[config.mk]
export PLATFORM = sky130hd
export DESIGN_NAME = wdt_keyed
export DESIGN_NICKNAME = d
export VERILOG_FILES = /design/src/rtl/wdt_pkg.sv /design/src/rtl/wdt_regs.sv /design/src/rtl/wdt_counter.sv /design/src/rtl/wdt_pulse.sv /design/src/rtl/wdt_keyed.sv
export SDC_FILE = /design/constraint.sdc
export NUM_CORES = 1
export LEC_CHECK = 0
export BUFFER_PORTS_ARGS = -buffer_cell sky130_fd_sc_hd__buf_2
export CAP_MARGIN = 5
export CORE_MARGIN = 1
export CORE_UTILIZATION = 55
export DETAILED_ROUTE_END_ITERATION = 8
export PLACE_DENSITY = 0.8
export SLEW_MARGIN = 20
export SYNTH_ARGS = -nofsm -noshare
export SYNTH_HDL_FRONTEND = slang
export SYNTH_SLANG_ARGS = --single-unit
[constraint.sdc]
create_clock -name clk_i -period 3.59 [get_ports clk_i]
set_input_delay 0.718 -clock clk_i [delete_from_list [all_inputs] [get_ports clk_i]]
set_output_delay 0.718 -clock clk_i [all_outputs]
set_load 0.01 [all_outputs]
[src/rtl/wdt_pkg.sv]
`timescale 1ns/1ps
package wdt_pkg;
  localparam int unsigned ADDR_W = 8;
  localparam int unsigned DATA_W = 32;

  localparam logic [ADDR_W-1:0] OFF_CFG    = 8'h00;
  localparam logic [ADDR_W-1:0] OFF_COUNT  = 8'h08;
  localparam logic [ADDR_W-1:0] OFF_SCALED = 8'h10;
  localparam logic [ADDR_W-1:0] OFF_FEED   = 8'h18;
  localparam logic [ADDR_W-1:0] OFF_KEY    = 8'h1C;
  localparam logic [ADDR_W-1:0] OFF_CMP    = 8'h20;

  localparam logic [DATA_W-1:0] KEY_WORD  = 32'h0051_F15E;
  localparam logic [DATA_W-1:0] FEED_WORD = 32'h0D09_F00D;

  // config bit positions, decoded by software
  localparam int unsigned B_RST_EN  = 8;
  localparam int unsigned B_ZERO    = 9;
  localparam int unsigned B_ALWAYS  = 12;
  localparam int unsigned B_AWAKE   = 13;
  localparam int unsigned B_PEND    = 28;

  typedef struct packed {
    logic       pend;
    logic       run_awake;
    logic       run_always;
    logic       zero_on_hit;
    logic       rst_en;
    logic [3:0] scale;
  } wdt_cfg_t;
endpackage

[src/rtl/wdt_regs.sv]
`timescale 1ns/1ps
module wdt_regs
  import wdt_pkg::*;
#(
  parameter int unsigned CMP_W = 16
) (
  input  logic              clk_i,
  input  logic              rst_ni,
  input  logic              wr_en_i,
  input  logic [ADDR_W-1:0] wr_addr_i,
  input  logic [DATA_W-1:0] wr_data_i,
  input  logic              hit_i,
  output wdt_cfg_t          cfg_o,
  output logic [CMP_W-1:0]  cmp_o,
  output logic              feed_ok_o
);
  logic             armed_q, armed_d;
  wdt_cfg_t         cfg_q, cfg_d;
  logic [CMP_W-1:0] cmp_q, cmp_d;
  logic             key_wr, acc_wr, acc_cfg;

  always_comb begin
    key_wr  = wr_en_i && (wr_addr_i == OFF_KEY);
    acc_wr  = wr_en_i && !key_wr && armed_q;
    acc_cfg = acc_wr && (wr_addr_i == OFF_CFG);

    if (key_wr)       armed_d = (wr_data_i == KEY_WORD);
    else if (wr_en_i) armed_d = 1'b0;
    else              armed_d = armed_q;

    cfg_d = cfg_q;
    if (acc_cfg) begin
      cfg_d.scale       = wr_data_i[3:0];
      cfg_d.rst_en      = wr_data_i[B_RST_EN];
      cfg_d.zero_on_hit = wr_data_i[B_ZERO];
      cfg_d.run_always  = wr_data_i[B_ALWAYS];
      cfg_d.run_awake   = wr_data_i[B_AWAKE];
      cfg_d.pend        = cfg_q.pend & wr_data_i[B_PEND];
    end else begin
      cfg_d.pend        = cfg_q.pend | hit_i;
    end

    cmp_d = cmp_q;
    if (acc_wr && (wr_addr_i == OFF_CMP)) cmp_d = wr_data_i[CMP_W-1:0];

    feed_ok_o = acc_wr && (wr_addr_i == OFF_FEED) && (wr_data_i == FEED_WORD);
  end

  always_ff @(posedge clk_i or negedge rst_ni) begin
    if (!rst_ni) begin
      armed_q <= 1'b0;
      cfg_q   <= '0;
      cmp_q   <= '0;
    end else begin
      armed_q <= armed_d;
      cfg_q   <= cfg_d;
      cmp_q   <= cmp_d;
    end
  end

  assign cfg_o = cfg_q;
  assign cmp_o = cmp_q;

  AST_UNARMED_DROP: assert property (@(posedge clk_i) disable iff (!rst_ni)
    (wr_en_i && !armed_q && wr_addr_i == OFF_CMP) |=> $stable(cmp_q));
  AST_PEND_STICKY: assert property (@(posedge clk_i) disable iff (!rst_ni)
    (cfg_q.pend && !(wr_en_i && wr_addr_i == OFF_CFG)) |=> cfg_q.pend);
endmodule

[src/rtl/wdt_counter.sv]
`timescale 1ns/1ps
module wdt_counter #(
  parameter int unsigned CNT_W = 31,
  parameter int unsigned SCL_W = 4,
  parameter int unsigned CMP_W = 16
) (
  input  logic             clk_i,
  input  logic             rst_ni,
  input  logic             tick_i,
  input  logic             core_awake_i,
  input  logic             run_always_i,
  input  logic             run_awake_i,
  input  logic             zero_on_hit_i,
  input  logic [SCL_W-1:0] scale_i,
  input  logic [CMP_W-1:0] cmp_i,
  input  logic             feed_ok_i,
  output logic [CNT_W-1:0] cnt_o,
  output logic [CMP_W-1:0] scaled_o,
  output logic             hit_o
);
  logic [CNT_W-1:0] cnt_q, cnt_d, shifted;
  logic             enabled, count_en;

  always_comb begin
    enabled  = run_always_i || run_awake_i;
    count_en = tick_i && (run_always_i || (run_awake_i && core_awake_i));
    shifted  = cnt_q >> scale_i;
    scaled_o = shifted[CMP_W-1:0];
    hit_o    = enabled && (scaled_o >= cmp_i);

    if (feed_ok_i)                  cnt_d = '0;
    else if (hit_o && zero_on_hit_i) cnt_d = '0;
    else if (count_en)              cnt_d = cnt_q + 1'b1;
    else                            cnt_d = cnt_q;
  end

  always_ff @(posedge clk_i or negedge rst_ni) begin
    if (!rst_ni) cnt_q <= '0;
    else         cnt_q <= cnt_d;
  end

  assign cnt_o = cnt_q;

  AST_FEED_ZERO: assert property (@(posedge clk_i) disable iff (!rst_ni)
    feed_ok_i |=> (cnt_q == '0));
  AST_HOLD_OFF: assert property (@(posedge clk_i) disable iff (!rst_ni)
    (!run_always_i && !run_awake_i && !feed_ok_i) |=> $stable(cnt_q));
endmodule

[src/rtl/wdt_pulse.sv]
`timescale 1ns/1ps
module wdt_pulse (
  input  logic clk_i,
  input  logic rst_ni,
  input  logic hit_i,
  input  logic rst_en_i,
  output logic pulse_o
);
  logic hit_q, pulse_q, pulse_d;

  always_comb pulse_d = hit_i && !hit_q && rst_en_i;

  always_ff @(posedge clk_i or negedge rst_ni) begin
    if (!rst_ni) begin
      hit_q   <= 1'b0;
      pulse_q <= 1'b0;
    end else begin
      hit_q   <= hit_i;
      pulse_q <= pulse_d;
    end
  end

  assign pulse_o = pulse_q;

  AST_RST_SINGLE: assert property (@(posedge clk_i) disable iff (!rst_ni)
    pulse_q |=> !pulse_q);
endmodule

[src/rtl/wdt_keyed.sv]
`timescale 1ns/1ps
module wdt_keyed
  import wdt_pkg::*;
#(
  parameter int unsigned CNT_W = 31,
  parameter int unsigned CMP_W = 16
) (
  input  logic              clk_i,
  input  logic              rst_ni,
  input  logic              tick_i,
  input  logic              core_awake_i,
  input  logic              wr_en_i,
  input  logic [ADDR_W-1:0] wr_addr_i,
  input  logic [DATA_W-1:0] wr_data_i,
  input  logic [ADDR_W-1:0] rd_addr_i,
  output logic [DATA_W-1:0] rd_data_o,
  output logic              irq_o,
  output logic              wdt_rst_o
);
  localparam int unsigned SCL_W = 4;

  logic [1:0]       rst_sync_q;
  logic             rst_n;
  wdt_cfg_t         cfg;
  logic [CMP_W-1:0] cmp, scaled;
  logic [CNT_W-1:0] cnt;
  logic             hit, feed_ok;

  // asynchronous assert, synchronous release
  always_ff @(posedge clk_i or negedge rst_ni) begin
    if (!rst_ni) rst_sync_q <= 2'b00;
    else         rst_sync_q <= {rst_sync_q[0], 1'b1};
  end
  assign rst_n = rst_sync_q[1];

  wdt_regs #(.CMP_W(CMP_W)) u_regs (
    .clk_i(clk_i), .rst_ni(rst_n), .wr_en_i(wr_en_i), .wr_addr_i(wr_addr_i),
    .wr_data_i(wr_data_i), .hit_i(hit), .cfg_o(cfg), .cmp_o(cmp),
    .feed_ok_o(feed_ok)
  );

  wdt_counter #(.CNT_W(CNT_W), .SCL_W(SCL_W), .CMP_W(CMP_W)) u_cnt (
    .clk_i(clk_i), .rst_ni(rst_n), .tick_i(tick_i), .core_awake_i(core_awake_i),
    .run_always_i(cfg.run_always), .run_awake_i(cfg.run_awake),
    .zero_on_hit_i(cfg.zero_on_hit), .scale_i(cfg.scale), .cmp_i(cmp),
    .feed_ok_i(feed_ok), .cnt_o(cnt), .scaled_o(scaled), .hit_o(hit)
  );

  wdt_pulse u_pulse (
    .clk_i(clk_i), .rst_ni(rst_n), .hit_i(hit), .rst_en_i(cfg.rst_en),
    .pulse_o(wdt_rst_o)
  );

  always_comb begin
    rd_data_o = '0;
    case (rd_addr_i)
      OFF_CFG: begin
        rd_data_o[3:0]      = cfg.scale;
        rd_data_o[B_RST_EN] = cfg.rst_en;
        rd_data_o[B_ZERO]   = cfg.zero_on_hit;
        rd_data_o[B_ALWAYS] = cfg.run_always;
        rd_data_o[B_AWAKE]  = cfg.run_awake;
        rd_data_o[B_PEND]   = cfg.pend;
      end
      OFF_COUNT:  rd_data_o = DATA_W'(cnt);
      OFF_SCALED: rd_data_o = DATA_W'(scaled);
      OFF_CMP:    rd_data_o = DATA_W'(cmp);
      default:    rd_data_o = '0;
    endcase
  end

  assign irq_o = cfg.pend;

  AST_IRQ_ON_HIT: assert property (@(posedge clk_i) disable iff (!rst_n)
    (hit && !(wr_en_i && wr_addr_i == OFF_CFG)) |=> irq_o);
  AST_NO_PULSE_OFF: assert property (@(posedge clk_i) disable iff (!rst_n)
    !cfg.rst_en |=> !wdt_rst_o);
endmodule

# [Word level (Yosys, flattened, before mapping)]
# Index checks and enable logic that the tools add are counted.
[totals] ff_bits=61 latchBits=0 ram_bits=0 romBits=0 inputBits=53 output_inout_bits=34 memories=0
[op_classes] n_addsub=1 n_mul=0 div=0 order_cmp=1 eq_ne=8 shift=1 n_mux=14 bitwise=2 reduce_logical=21
[ops] op="$mux W31" n=3
[ops] op="$pmux W14 S3" n=1
[ops] op="$eq A32 B23 Y1 const B" n=1
[ops] op="$eq A32 B28 Y1 const B" n=1
[ops] op="$add A31 B1 Y31 const B" n=1
[ops] op="$shr A31 B4 Y16" n=1
[ops] op="$eq A8 B5 Y1 const B" n=3
[ops] op="$eq A8 B6 Y1 const B" n=2
[ops] op="$ge A16 B16 Y1" n=1
[ops] op="$logic_not A8 Y1" n=2
[ops] op="$pmux W2 S4" n=2
[ops] op="$pmux W4 S4" n=1
[ops] op="$logic_and A1 B1 Y1" n=13
[ops] op="$pmux W4 S3" n=1
[ops] op="$eq A8 B4 Y1 const B" n=1
[ops] op="$pmux W2 S3" n=1
[ops] op="$mux W1" n=3
[ops] op="$reduce_bool A3 Y1" n=1
[ops] op="$logic_not A1 Y1" n=2
[ops] op="$logic_or A1 B1 Y1" n=2
[ops] op="$mux W2" n=1
[ops] op="$pmux W1 S2" n=1
[ops] op="$reduce_bool A2 Y1" n=1
[ops] op="$and A1 B1 Y1" n=1
[ops] op="$or A1 B1 Y1" n=1

# [Depth between registers and ports, before layout]
# Gate-level depths: netlist of run 1.
[logic_depth] ltp_word=8 depth_mapped=13 mapped_depth_nobuf=10

# [By module]
# From an unflattened synthesis of run 1, not the netlist that was laid out.
[hier_totals] cells_unflattened=537 area_unflattened_um2=5043.6
[by_module_without_submodules] module="wdt_counter" instances=1 cells_each=366 area_each_um2=3083.0
[by_module_without_submodules] module="wdt_regs" instances=1 cells_each=81 area_each_um2=1211.2
[by_module_without_submodules] module="wdt_keyed" instances=1 cells_each=87 area_each_um2=690.7
[by_module_without_submodules] module="wdt_pulse" instances=1 cells_each=3 area_each_um2=58.8

# [Worst setup path before layout of run 1]
# No wires, ideal clock.
[synth_timing] kind="reg-to-reg" start="reg u_regs.cfg_q, in the netlist u_regs.cfg_o[0]" end="reg u_cnt.cnt_q[0], in the netlist u_cnt.cnt_o[0]" arrival_time_ns=3.364 required_ns=3.454 path_slack_ns=0.090 stages_incl_launch_ff=13 path_buffers=3 synth_period_minus_slack_ns=3.500 path_cell_list="dfrtp_1 -> buf_2 -> buf_2 -> mux4_2 -> mux2i_1 -> mux2i_1 -> ha_1 -> and4_1 -> nand4_1 -> o32a_1 -> a21oi_1 -> clkbuf_1 -> nor3_1"
[synth_between] elab_chain_cells=6
[synth_lines] item="from (decl)" line="wdt_regs.sv:18" rtl="wdt_cfg_t cfg_q, cfg_d;"
[synth_lines] item="from (signal assigned)" line="wdt_regs.sv:56" rtl="cfg_q <= cfg_d;"
[synth_lines] item="$shr A31 B4 Y16 *" line="wdt_counter.sv:27" rtl="shifted = cnt_q >> scale_i;"
[synth_lines] item="$ge A16 B16 Y1 *" line="wdt_counter.sv:29" rtl="hit_o = enabled && (scaled_o >= cmp_i);"
[synth_lines] item="$logic_and A1 B1 Y1 *" line="wdt_counter.sv:29"
[synth_lines] item="$logic_and A1 B1 Y1 *" line="wdt_counter.sv:32" rtl="else if (hit_o && zero_on_hit_i) cnt_d = '0;"
[synth_lines] item="$mux W31" line="wdt_counter.sv:32"
[synth_lines] item="$mux W31" line="wdt_counter.sv:31" rtl="if (feed_ok_i) cnt_d = '0;"
[synth_lines] item="to (signal assigned)" line="wdt_counter.sv:39" rtl="else cnt_q <= cnt_d;"
[synth_lines] item="to (decl)" line="wdt_counter.sv:21" rtl="logic [CNT_W-1:0] cnt_q, cnt_d, shifted;"
# Every way passes the cells marked *; elsewhere a longest branch is shown, timed or not.
# A chain may end at the register's enable or synchronous reset.

# [Final worst setup path of run 1]
[layout_timing] start="reg u_regs.cfg_q, in the netlist u_regs.cfg_o[1]" end="reg u_cnt.cnt_q[1], in the netlist u_cnt.cnt_o[1]"
# Same word-level chain as after synthesis.

==> metrics.yaml, run 1 <==
wirelength_um: 13880
period_share_pct: 94.94
cts_tree: "built"
avgSynthCellArea_um2: 9.815
peakVddDrop_mv: 0.1452
rsz0062_at_grt: "true"
rows: 34
crit_fanout: 31
netlist_area_mm2: 0.004976
synth-warning-count: 0
diodes: 0
drc_errors: 5
cts.path.max_buffers: 2
synthArstFlopShare_pct: 100.0
final_nets: 647
gp_congestion: 0.9360
vias: 4500
portBuffers: 85
clock-sinks: 61
yosysSeqAreaShare_pct: 30.68
overflow: 0
dp_hpwl_um: 10090
crit_family: "multiplexers"
grt_pass1_vias: 4280
synth_top_area_share_pct: 30.68
core_mm2: 0.008721
clk_pin_slew_ns: 0.07
grt_max_degree: 33
cap_violations: 0
synth_edf_count: 0
die_h_um: 97.12
die_area_mm2: 0.009431
fmax_ghz: 0.2934
first_iter_violations: 439
numCtsBuffers: 9
cts_root_buffer: "clkbuf_8"
ys.flop_type: "dfrtp_1"
ys_types: 53
hold_viol: 0
route.antenna.remaining_nets: 0
syn_inst: 507
min_path_type: "primary input to asynchronous set/reset pin"
synth_area_leaders: "dfrtp_1 31%, mux4_2 11%, mux2_2 10%"
startpoint_type: "flip-flop"
cpPeakStageDelay_ns: 0.55
drive_gt1_share_pct: 34.71
via_per_inst: 6.522
die_w_um: 97.12
status: "finished, violations left"
worstSetupPathType: "flip-flop to flip-flop"
crit_path_end_kind: "flip-flop"
wl_per_cell_um: 20.12
synth_common_cells: "61 x dfrtp_1, 44 x mux2_2, 38 x nor3_1"
drv_slew: 0
pin_count: 87
worst_skew_pair.late_latency_ns: 0.35
slew_headroom_pct: 33.28
grt_pass1_wl_um: 22490
dr.pass1.iters: 9
setup_viol: 0
cts_hold_buf: 0
path_cells: "buf_12 -> mux4_2 -> mux2i_1 -> a21oi_1 -> ha_1 -> and4_1 -> nand4_1 -> o32a_1 -> a21oi_2 -> buf_12 -> nor3_1"
arrival_ns: 3.61
start_util_pct: 57.06
power_density_mw_per_mm2: 228.7
min_period_ns: 3.408
crit_buf_inv: 2
yosysMostFrequentCell: "dfrtp_1"
violations: "design-rule violations"
htreeDepth: 3
antenna_found_initial: 0
leakage_nw: 2.425
worstMarginPinSlew_ns: 0.9917
skew_ns: 0.01256
required_ns: 3.80
tns_ns: 0
finalPower_mw: 1.314
syn_nets: 577
post-cts-setup-buffers: 0
path_common_cell: "buf_12"
grt_usage_pct: 30.39
slowest_stage: "mux4_2"
ys_seq_elements: 61
area_growth_pct: 15.41
synth_top_area_cell: "dfrtp_1"
==> through the flow <==
step	util, %	hold WS (ns)	cells	setup WS (ns)	instance area [um^2]
4_1_cts	65.32	0.1435	689	0.03699	5697
5_1_grt	65.85	0.1388	690	-0.01982	5743
2_1_floorplan	-	0.3312	507	0.09000	4976
6_report	65.85	0.1530	690	0.1815	5743
3_5_place_dp	63.30	0.3067	673	0.01392	5520
3_3_place_gp	63.30	0.2870	673	0.08513	5520
==> worst paths after layout <==
kind / from / end / slack (ns) / cells past startpoint
worst max-delay path: u_regs.cfg_o[1] / u_cnt.cnt_o[1] / 0.18 / 11
worst min-delay path: rst_ni / rst_sync_q[1] / 0.15 / 1
worst max register to register: u_regs.cfg_o[1] / u_cnt.cnt_o[1] / 0.18 / 11
worst min register to register: rst_sync_q[1] / u_regs.cfg_o[0] / 0.29 / 0
max in group asynchronous: rst_sync_q[1] / u_regs.cfg_o[1] / 2.44 / 1
min in group clk_i: rst_sync_q[0] / rst_sync_q[1] / 0.36 / 0
==> state kept, by name, indices dropped and copies added (netlist names) <==
register / flops
u_cnt.cnt_o: 31
u_regs.cmp_o: 16
u_regs.cfg_o: 9
rst_sync_q: 2
u_pulse.hit_q: 1
u_pulse.pulse_o: 1
u_regs.armed_q: 1
==> routing by layer <==
layer / up-vias / global-route usage [%] / part of all wire, %
li1: 2036 / - / -
met1: 2182 / 41.97 / 41
met2: 243 / 47.18 / 47
met3: 39 / 6.043 / 8.8
met4: 0 / 12.06 / 3.1
met5: - / 0 / 0
==> cells in the final DEF (no fill, tap or decap), types with 6 or more instances in the layout <==
master	count
a21oi_1	13
a222oi_1	12
and2_1	15
buf_2	85
buf_4	10
clkbuf_8	9
dfrtp_1	58
ha_1	17
inv_1	25
mux2_2	44
mux2i_1	18
mux4_2	24
nand2_1	36
nand3_1	18
nand4_1	8
nor2_1	16
nor3_1	38
nor4_1	12
o21ai_0	11
xnor2_1	24
xor2_1	6
==> report_power, final <==
group	internal (mW)	switching [mW]	total [mW]
combinational	0.0317	0.0328	0.0646
sequential	0.690	0.00913	0.699
clock	0.252	0.298	0.550
total	0.974	0.340	1.31
==> timing repair <==
action / in CTS / in global routing
gates cloned: 0 / 1
endpoints found under the setup margin: 2 / 45
resized for setup: 1 / 6
==> layout make-up <==
| cell class | instances | area [um^2] |
|---|---|---|
| inverter | 25 | 93.84 |
| tap | 108 | 135.1 |
| clock buffer | 9 | 123.9 |
| fill | 707 | 2978 |
| sequential | 61 | 1530 |
| multi-input combinational | 380 | 3203 |
| timing repair buffer | 100 | 605.6 |
| clock inverter | 7 | 51.30 |
==> kinds of logic (layout without fill, tap and decap cells) <==
logic type	after synthesis	in the layout	synth area share (%)
simple gates	186	186	21.05
mux	86	86	24.44
buf+inv	66	141	5.658
flops	61	61	30.68
compound gates	59	59	8.474
xor+xnor	30	30	5.280
fa+ha+maj	17	17	4.274
other cells	2	2	0.1509
No activity file was read; power rests on OpenSTA's default activity.
==> run 2, diff against run 1 <==
--- a/config.mk
+++ b/config.mk
@@ -7,6 +7,7 @@
 export LEC_CHECK = 0
 export BUFFER_PORTS_ARGS = -buffer_cell sky130_fd_sc_hd__buf_2
 export CAP_MARGIN = 5
+export CORE_ASPECT_RATIO = 1.75
 export CORE_MARGIN = 1
 export CORE_UTILIZATION = 55
 export DETAILED_ROUTE_END_ITERATION = 8
==> metrics.yaml, run 2 (synthesized netlist as in run 1, its figures left out) <==
grt_pass1_vias: 4316  # +0.84%
num-fill-cells: 695  # -1.7%
path_cells: "buf_4 -> mux2i_1 -> a21oi_1 -> ha_1 -> and4_1 -> nand4_1 -> o32a_1 -> a21oi_2 -> buf_12 -> nor3_1"
worst_skew_pair.late_latency_ns: 0.33  # -0.02 ns
layout_commonest_cell: "buf_2"
crit_path_end_kind: "flip-flop"
portBuffers: 85  # unchanged
grt_pass1_wl_um: 22120  # -1.6%
cts_root_buffer: "clkbuf_16"
final_nets: 655  # +1.2%
skew_ns: 0.009920  # -0.002635 ns
drv_slew: 0  # unchanged
area.sequential_mm2: 0.001529  # about the same
wl_per_cell_um: 20.31  # +0.96%
setup_viol: 0  # unchanged
postLayoutCoreUtil_pct: 68.19  # +2.3 points
leakage_nw: 2.537  # +4.6%
required_ns: 3.79  # about the same
cap_violations: 0  # unchanged
slew_headroom_pct: 41.65  # +8.4 points
cts_hold_buf: 0  # unchanged
diodes: 0  # unchanged
area_growth_pct: 19.59
die_w_um: 73.90  # -24%
power_density_mw_per_mm2: 288.1  # +26%
final_cell_mix: "85 x buf_2, 59 x dfrtp_1, 44 x mux2_2"
via_per_inst: 6.509  # -0.19%
wirelength_um: 14360  # +3.4%
htreeDepth: 3  # unchanged
cts.path.max_buffers: 2  # unchanged
min_path_type: "primary input to asynchronous set/reset pin"
core_mm2: 0.008727  # about the same
rsz0062_at_grt: "false"
die_h_um: 127.8  # +32%
multi_input_area_mm2: 0.003206  # about the same
pin_count: 87  # unchanged
route.antenna.remaining_nets: 0  # unchanged
crit_fanout: 31  # unchanged
period_share_pct: 95.21  # +0.27 points
worstSetupPathType: "flip-flop to flip-flop"
largest_reg_flops: 31  # unchanged
hold_viol: 0  # unchanged
numCtsBuffers: 9  # unchanged
startpoint_type: "flip-flop"
peakVddDrop_mv: 0.2657  # +83%
status: "completed"
rows: 45  # +32%
drive_gt1_share_pct: 35.42  # +0.72 points
overflow: 0  # unchanged
cpPeakStageDelay_ns: 0.87  # +0.32 ns
arrival_ns: 3.62  # about the same
drc_errors: 0  # -5
clk_pin_slew_ns: 0.06  # about the same
first_iter_violations: 379  # -14%
grt_usage_pct: 31.53  # +1.1 points
dp_hpwl_um: 10410  # +3.1%
min_period_ns: 3.418  # +0.009688 ns
start_util_pct: 57.02  # about the same
grt_max_degree: 60  # +82%
gp_congestion: 0.9219  # -1.5%
vias: 4602  # +2.3%
fmax_ghz: 0.2926  # -0.28%
worstMarginPinSlew_ns: 0.8752  # -0.1164 ns
die_area_mm2: 0.009446  # +0.16%
clock-sinks: 61  # unchanged
antenna_found_initial: 0  # unchanged
cts_tree: "built"
dr.pass1.iters: 7  # -2
tns_ns: 0  # unchanged
slowest_stage: "dfrtp_1"
run 2: changes by cell type in the layout (fill, tap and decap cells not counted), sizes merged:
cell / before / now
buf: 99 / 107
bufinv: 0 / 2
clkinv: 4 / 1
inv: 26 / 27
run 2: layout make-up:
| cell class | count | area share, % |
|---|---|---|
| timing repair buffer | 108 | 10.98 |
| inverter | 25 | 1.577 |
| clock inverter | 7 | 1.640 |
| clock buffer | 9 | 3.785 |
| tap | 117 | 2.460 |
| multi-input combinational | 380 | 53.87 |
| sequential | 61 | 25.69 |
run 2: power breakdown:
group	switching [mW]	internal [mW]	leakage, nW	total (mW)
Sequential	0.00278	0.691	0.840	0.694
Combinational	0.0396	0.0320	1.55	0.0716
Clock	0.338	0.611	0.152	0.949
run 2: per-stage QoR:
stage	cell area (um^2)	hold slack [ns]	setup WS, ns	std cells	power [mW]
CTS	5849	0.1505	0.03651	699	1.723
finish	5951	0.1588	0.1718	707	1.714
floorplan	4976	0.3312	0.09000	507	0.7307
global placement	5527	0.3365	0.1959	683	0.7748
global route	5951	0.1535	0.0007510	707	1.757
detailed placement	5527	0.3417	0.04608	683	0.7776
run 2: what timing repair did:
item / in CTS / in global routing
endpoints found under the setup margin: 0 / 44
buffers inserted: 0 / 7
resized for setup: 0 / 6
run 2: path summary, 6_finish.rpt:
kind                                   end  slack, ns            start  cells after the start
max                        u_cnt.cnt_o[14]       0.17  u_regs.cfg_o[2]                     10
min                          rst_sync_q[0]       0.16           rst_ni                      1
max reg2reg                u_cnt.cnt_o[14]       0.17  u_regs.cfg_o[2]                     10
min reg2reg                  rst_sync_q[1]       0.35    rst_sync_q[0]                      0
max in group asynchronous  u_regs.cfg_o[0]       2.65    rst_sync_q[1]                      1
min in group clk_i           rst_sync_q[1]       0.35    rst_sync_q[0]                      0
run 2: critical path, delay by kind of cell (launching register included):
kind                       cells  cell delay (ns)
buffers and inverters          2             0.49
adders and majority gates      1             0.35
AOI/OAI and AO/OA              3             0.69
DFF                            1             0.87
and+or+nand+nor                3             0.49
muxes                          1             0.37
run 2: metal layers:
metal	track usage (%)	share of wire, %	vias to the layer above	routed length, um
li1	-	-	2052	-
met3	4.560	4.9	43	708
met2	54.65	54	216	7747
met5	0	0	-	0
met1	37.37	37	2291	5328
met4	14.71	4.0	0	577
